$ cat src/rtl/opx_pkg.sv
package opx_pkg;
  typedef enum logic [1:0] {
    SZ_BYTE = 2'b00,
    SZ_WORD = 2'b01,
    SZ_LONG = 2'b10,
    SZ_RSVD = 2'b11
  } opx_size_e;
endpackage

$ cat src/rtl/opx_extend.sv
module opx_extend #(
  parameter int DATA_W = 32,
  parameter int BYTE_W = 8,
  parameter int HALF_W = 16
) (
  input  logic [DATA_W-1:0]    raw,
  input  opx_pkg::opx_size_e   size,
  input  logic                 logic_op,
  output logic [DATA_W-1:0]    ext
);
  localparam int BYTE_PAD = DATA_W - BYTE_W;
  localparam int HALF_PAD = DATA_W - HALF_W;

  logic byte_fill;
  logic half_fill;
  logic [DATA_W-1:0] byte_val;
  logic [DATA_W-1:0] half_val;

  assign byte_fill = ~logic_op & raw[BYTE_W-1];
  assign half_fill = ~logic_op & raw[HALF_W-1];
  assign byte_val  = {{BYTE_PAD{byte_fill}}, raw[BYTE_W-1:0]};
  assign half_val  = {{HALF_PAD{half_fill}}, raw[HALF_W-1:0]};

  always_comb begin
    unique case (size)
      opx_pkg::SZ_BYTE: ext = byte_val;
      opx_pkg::SZ_WORD: ext = half_val;
      default:          ext = raw;
    endcase
  end
endmodule

$ cat src/rtl/opx_litaddr.sv
module opx_litaddr #(
  parameter int DATA_W    = 32,
  parameter int DISP_W    = 8,
  parameter int LONG_SHFT = 2,
  parameter int HALF_SHFT = 1
) (
  input  logic [DATA_W-1:0] pc,
  input  logic [DISP_W-1:0] disp,
  input  logic              is_long,
  output logic [DATA_W-1:0] addr
);
  localparam int DISP_PAD = DATA_W - DISP_W;
  localparam logic [DATA_W-1:0] LONG_MASK = ~((DATA_W'(1) << LONG_SHFT) - DATA_W'(1));

  logic [DATA_W-1:0] disp_ext;
  logic [DATA_W-1:0] base;
  logic [DATA_W-1:0] offset;

  assign disp_ext = {{DISP_PAD{1'b0}}, disp};
  assign base     = is_long ? (pc & LONG_MASK) : pc;
  assign offset   = is_long ? (disp_ext << LONG_SHFT) : (disp_ext << HALF_SHFT);
  assign addr     = base + offset;
endmodule

$ cat src/rtl/opx_unit.sv
module opx_unit #(
  parameter int DATA_W = 32,
  parameter int DISP_W = 8
) (
  input  logic              clk,
  input  logic              rst,
  input  logic [DATA_W-1:0] raw_in,
  input  logic [1:0]        size_sel,
  input  logic              logic_op,
  input  logic [DATA_W-1:0] pc_in,
  input  logic [DISP_W-1:0] disp_in,
  input  logic              lit_long,
  output logic [DATA_W-1:0] operand_out,
  output logic [DATA_W-1:0] lit_addr_out
);
  localparam int BYTE_W = 8;
  localparam int HALF_W = 16;

  logic [DATA_W-1:0] ext_d;
  logic [DATA_W-1:0] addr_d;

  opx_extend #(.DATA_W(DATA_W), .BYTE_W(BYTE_W), .HALF_W(HALF_W)) i_extend (
    .raw      (raw_in),
    .size     (opx_pkg::opx_size_e'(size_sel)),
    .logic_op (logic_op),
    .ext      (ext_d)
  );

  opx_litaddr #(.DATA_W(DATA_W), .DISP_W(DISP_W)) i_litaddr (
    .pc      (pc_in),
    .disp    (disp_in),
    .is_long (lit_long),
    .addr    (addr_d)
  );

  always_ff @(posedge clk) begin
    if (rst) begin
      operand_out  <= '0;
      lit_addr_out <= '0;
    end else begin
      operand_out  <= ext_d;
      lit_addr_out <= addr_d;
    end
  end
endmodule

$ cat config.mk
export PLATFORM = sky130hd
export DESIGN_NAME = opx_unit
export DESIGN_NICKNAME = d
export VERILOG_FILES = /design/src/rtl/opx_pkg.sv /design/src/rtl/opx_extend.sv /design/src/rtl/opx_litaddr.sv /design/src/rtl/opx_unit.sv
export SDC_FILE = /design/constraint.sdc
export NUM_CORES = 1
export LEC_CHECK = 0
export ABC_AREA = 1
export BUFFER_PORTS_ARGS = -buffer_cell sky130_fd_sc_hd__buf_2
export CORE_ASPECT_RATIO = 1.5
export CORE_MARGIN = 4
export CORE_UTILIZATION = 35
export CTS_CLUSTER_DIAMETER = 80
export DETAILED_ROUTE_END_ITERATION = 8
export GPL_TIMING_DRIVEN = 0
export PLACE_DENSITY_LB_ADDON = 0.1
export SYNTH_ARGS = -nofsm -noshare
export SYNTH_HDL_FRONTEND = slang
export SYNTH_SLANG_ARGS = --single-unit
$ cat constraint.sdc
create_clock -name clk -period 5.8 [get_ports clk]
set_input_delay 0.58 -clock clk [delete_from_list [all_inputs] [get_ports clk]]
set_output_delay 0.58 -clock clk [all_outputs]
set_load 0.05 [all_outputs]
==> impl_metrics.json, run 1 <==
{
  "finalWeightedCongestion": 0.878,
  "worstPathMaxFanout": 10,
  "min_period_over_period_pct": 44.7,
  "crit_type": "in2reg",
  "total_power_uw": 1290,
  "p_leak_uw": 0.00257,
  "first_pass_iters": 4,
  "clock_path_buffers": 2,
  "area_growth_syn_to_layout_pct": 34.6,
  "grt_pass1_wl_um": 14800,
  "ir_drop_uv": 151,
  "grt.total_usage_pct": 17.3,
  "required_ns": 6.04,
  "timing.fmax_mhz": 386,
  "antenna_found_initial": 0,
  "cts_resized": 0,
  "synthXorXnorAreaFrac_pct": 0,
  "rsz0062_at_grt": "no",
  "multi_input_area_sq_um": 1570,
  "critical-path-slowest-cell": "fa_1",
  "synth_fa_ha_area_share_pct": 4.12,
  "max_slew.worst_pin.slew_ns": 0.467,
  "cts_buffers": 9,
  "ys_warn_count": 0,
  "synth_top_family_by_area": "simple AND/OR/NAND/NOR gates",
  "maxCapViolCount": 0,
  "n_antenna_cell": 0,
  "setup_viol": 0,
  "synthMuxAreaShare_pct": 0,
  "via_count": 3434,
  "die_y_um": 125,
  "period_minus_slack_ns": 2.59,
  "vias_per_cell": 4.48,
  "tns_ns": 0,
  "place_inst": 752,
  "layout_commonest_cell": "nand2_1",
  "pre_cts_ws_ns": 2.86,
  "yosysSeqAreaShare_pct": 39.8,
  "max_stage_delay_ns": 0.40,
  "io_pins": 142,
  "coreArea_sq_um": 8880,
  "clockPowerShare_pct": 39.9,
  "dpl.hpwl_um": 7530,
  "setup_ws_ns": 3.21,
  "grt_start_max_net_pins": 11,
  "p_int_uw": 882,
  "synth_cell_types": 24,
  "drcViolationCount": 0,
  "most-common-layout-cells": "nand2_1, buf_2, inv_1",
  "synth-compound-area-share_pct": 7.42,
  "start_kind": "input port",
  "cts_tree": "done",
  "status": "finished clean",
  "register_area_sq_um": 1280,
  "ys_seq_elements": 64,
  "synthSimpleGateAreaFrac_pct": 37.2,
  "cts_setup_buffers": 0,
  "clkSlewWorstSetupHoldPaths_ns": 0.05,
  "worstSetupEndpointType": "flop",
  "cts_max_level": 3,
  "drive_gt1_share_pct": 26.3,
  "gr-total-overflow": 0,
  "synth.avg_cell_area_sq_um": 6.40,
  "syn_nets": 591,
  "cts.sinks": 64,
  "synth_area_sq_um": 3220,
  "min_path_type": "in2reg",
  "ant_nets": 0,
  "crit_top_cell": "nand2_1",
  "syn_inst": 503,
  "nNetsFinal": 741,
  "worstPathArrival_ns": 2.83,
  "hold_violations": 0,
  "switchingPower_uw": 408,
  "p_comb_share_pct": 23.2,
  "drt_iter0_markers": 118,
  "die_x_um": 86.3,
  "crit_chain": "clkbuf_1 -> clkbuf_1 -> nor2_1 -> ha_1 -> fa_1 -> nand2_1 -> nand2_1 -> and2_1 -> nand2_1 -> nand3_2 -> nand2_1 -> nand2_1 -> nor2_1",
  "routed_wirelength_um": 9130,
  "num_rows": 42,
  "power_density_nw_per_um2": 298,
  "swShare_pct": 31.6,
  "first_global_vias": 3270,
  "drv_slew": 0,
  "portBuffers": 139,
  "n_fill_cell": 968,
  "wl_per_cell_um": 11.9,
  "cts_hold_buf": 0,
  "slew_headroom_pct": 68.8,
  "start_util_pct": 36.2,
  "dieArea_sq_um": 10800,
  "final_cells": 767,
  "pwr-share-seq_pct": 37.0,
  "cts_root_buf": "clkbuf_16"
}
cell families after synthesis:
kind of cell               count (synthesis)
buffers and inverters                     96
and+or+nand+nor                          287
adders and majority gates                 10
AOI/OAI and AO/OA                         46
DFF                                       64
routing by layer:
metal  global-route usage, %  wire (um)
met1                    19.3       3650
met2                    30.2       4570
met3                    4.81        722
met4                    7.52        189
met5                       0          0
flip-flops by register name, summed over array words and instances (netlist names):
register	count
lit_addr_out	32
operand_out	32
layout make-up:
cell class | count | area share (%)
clock buffer | 12 | 5.46
inverter | 83 | 7.19
multi-input combinational | 343 | 36.2
buffer | 13 | 1.30
clock inverter | 3 | 1.01
tap | 110 | 3.18
timing repair buffer | 139 | 16.1
sequential | 64 | 29.6
cell usage after synthesis:
master    number  area, sq um
a21boi_0       1         7.51
a21oi_1       33          165
a21oi_2        1         8.76
and2_1         2         12.5
buf_2          6         30.0
clkbuf_1       7         26.3
clkinv_1       1         3.75
dfxtp_1       64         1280
fa_1           1         20.0
ha_1           9          113
inv_1         81          304
inv_2          1         3.75
nand2_1      151          567
nand2_2        6         37.5
nand2_4        1         11.3
nand3_1       41          205
nand3_2        2         20.0
nand4_1        2         12.5
nor2_1        72          270
nor2_2         4         25.0
nor3_1         5         25.0
nor3b_2        1         12.5
o21ai_0       10         50.1
o21bai_1       1         7.51
stage by stage:
step	util (%)	area (sq um)	hold WS, ns
after floorplan	-	3220	0.687
after global placement	45.6	4050	0.779
after detailed placement	45.6	4050	0.790
after CTS	48.8	4330	0.451
after global routing	48.8	4330	0.450
final	48.8	4330	0.455
path summary, 6_finish.rpt:
check	start	end	slack, ns	depth (start not counted)
worst max-delay path	lit_long	lit_addr_out[13]	3.21	13
worst min-delay path	raw_in[2]	operand_out[2]	0.45	3
worst max-delay path, delay by kind of cell:
family / cells / cell delay, ns
buf+inv: 2 / 0.64
simple gates: 9 / 0.97
fa+ha+maj: 2 / 0.64
power by group through the flow:
stage | clock [uW] | sequential [uW] | combinational [uW]
global placement | 0 | 486 | 299
CTS | 529 | 477 | 303
global route | 551 | 479 | 328
detailed placement | 0 | 486 | 301
floorplan | 0 | 594 | 103
finish | 514 | 477 | 299
Note: power is estimated with default switching activity, not from simulation.
==> run 2: changes to the inputs <==
==> constraint.sdc (replaced) <==
create_clock -name clk -period 2.3 [get_ports clk]
set_input_delay 0.23 -clock clk [delete_from_list [all_inputs] [get_ports clk]]
set_output_delay 0.23 -clock clk [all_outputs]
set_load 0.05 [all_outputs]
==> impl_metrics.json, run 2 (same netlist as run 1, synthesis figures left out) <==
{
  "status": "finished clean",
  "ant_nets": 0,
  "maxCapViolCount": 0,
  "dpl.hpwl_um": 7530,
  "startpoint": "lit_long",
  "largestRegisters": "lit_addr_out x32, operand_out x32",
  "nNetsFinal": 741,
  "path_buf_inv": 2,
  "slew_headroom_pct": 68.8,
  "worstPathArrival_ns": 2.35,
  "required_ns": 2.54,
  "switchingPower_uw": 1030,
  "clockPowerShare_pct": 39.9,
  "io_pins": 142,
  "max_slew.worst_pin.slew_ns": 0.467,
  "clkSlewWorstSetupHoldPaths_ns": 0.05,
  "layout_commonest_cell": "nand2_1",
  "cts_max_level": 3,
  "drive_gt1_share_pct": 26.5,
  "clock_path_buffers": 2,
  "whs_ns": 0.105,
  "power_density_nw_per_um2": 750,
  "critical-path-slowest-cell": "fa_1",
  "hold_violations": 0,
  "max_stage_delay_ns": 0.40,
  "crit_type": "in2reg",
  "swShare_pct": 31.6,
  "min_from": "raw_in[2]",
  "start_util_pct": 36.2,
  "antenna_found_initial": 0,
  "dieArea_sq_um": 10800,
  "drv_slew": 0,
  "die_x_um": 86.3,
  "gr-total-overflow": 0,
  "n_antenna_cell": 0,
  "cts_root_buf": "clkbuf_16",
  "most-common-layout-cells": "nand2_1, buf_2, inv_1",
  "via_count": 3434,
  "hold_depth": 3,
  "crit_family": "simple AND/OR/NAND/NOR gates",
  "min_to": "operand_out[2]",
  "pwr-share-seq_pct": 37.0,
  "pre_cts_ws_ns": -0.290,
  "grt_pass1_wl_um": 14800,
  "p_leak_uw": 0.00257,
  "vias_per_cell": 4.48,
  "final_cells": 767,
  "grt_start_max_net_pins": 11,
  "period_minus_slack_ns": 2.11,
  "rsz0062_at_grt": "no",
  "routed_wirelength_um": 9130,
  "drcViolationCount": 0,
  "start_kind": "input port",
  "portBuffers": 139,
  "cts_buffers": 9,
  "grt.total_usage_pct": 17.3,
  "cts_tree": "done",
  "first_pass_iters": 4,
  "n_fill_cell": 967,
  "ir_drop_uv": 382,
  "timing.fmax_mhz": 475,
  "place_inst": 752,
  "cts_hold_buf": 0,
  "drt_iter0_markers": 119,
  "worstPathMaxFanout": 10,
  "setup_viol": 0,
  "crit_top_cell": "nand2_1",
  "total_power_uw": 3250,
  "setup_ws_ns": 0.193,
  "min_path_type": "in2reg",
  "die_y_um": 125,
  "first_global_vias": 3270,
  "finalWeightedCongestion": 0.878,
  "area_growth_syn_to_layout_pct": 34.6,
  "worstSetupEndpointType": "flop",
  "num_rows": 42,
  "p_int_uw": 2220,
  "coreArea_sq_um": 8880,
  "cts.sinks": 64,
  "crit_chain": "clkbuf_1 -> clkbuf_2 -> nor2_1 -> ha_1 -> fa_1 -> nand2_1 -> nand2_1 -> and2_1 -> nand2_1 -> nand3_2 -> nand2_1 -> nand2_1 -> nor2_1",
  "p_comb_share_pct": 23.2,
  "min_period_over_period_pct": 91.6,
  "wl_per_cell_um": 11.9
}
-- run 2: cell type report --
class                      count  area, sq um  area share, %
buffer                        13         57.6           1.33
clock buffer                  12          236           5.46
clock inverter                 3         43.8           1.01
inverter                      83          312           7.19
multi-input combinational    343         1570           36.2
sequential                    64         1280           29.6
tap                          110          138           3.18
timing repair buffer         139          696           16.1
-- run 2: worst max path at each step --
stage | end | slack [ns] | depth (start not counted)
2_1_floorplan | lit_addr_out[21] | 0.12 | 12
3_3_place_gp | lit_addr_out[13] | -0.25 | 13
3_5_place_dp | lit_addr_out[27] | -0.29 | 13
4_1_cts | lit_addr_out[27] | 0.05 | 13
5_1_grt | lit_addr_out[13] | 0.03 | 13
6_report | lit_addr_out[13] | 0.19 | 13
-- run 2: stage by stage --
| step | setup TNS (ns) | cell area, sq um | utilization [%] |
|---|---|---|---|
| 2_1_floorplan | 0 | 3220 | - |
| 3_3_place_gp | -2.17 | 4050 | 45.6 |
| 3_5_place_dp | -3.22 | 4050 | 45.6 |
| 4_1_cts | 0 | 4330 | 48.8 |
| 5_1_grt | 0 | 4330 | 48.8 |
| 6_report | 0 | 4330 | 48.8 |
-- run 2: power by group through the flow --
stage	sequential, uW	clock, uW	combinational [uW]
5_1_grt	1210	1390	827
3_5_place_dp	1230	0	760
2_1_floorplan	1500	0	260
4_1_cts	1200	1330	763
3_3_place_gp	1230	0	754
6_report	1200	1300	754
-- run 2: repair_timing --
item                                    4_1_cts  5_1_grt
buffers inserted                              0        0
resized for setup                             0        2
endpoints found under the setup margin        0        9
-- run 2: worst min-delay path: stages --
cell	delay, ns
buf_2	0.07
inv_1	0.03
nor2_1	0.06
-- run 2: metal layers --
layer	part of all wire (%)	global-route usage [%]	vias up	routed length, um
met5	0	0	-	0
met4	2.1	7.52	0	189
met3	7.9	4.81	12	722
met2	50	30.2	109	4570
met1	40	19.3	1473	3650
li1	-	-	1840	-
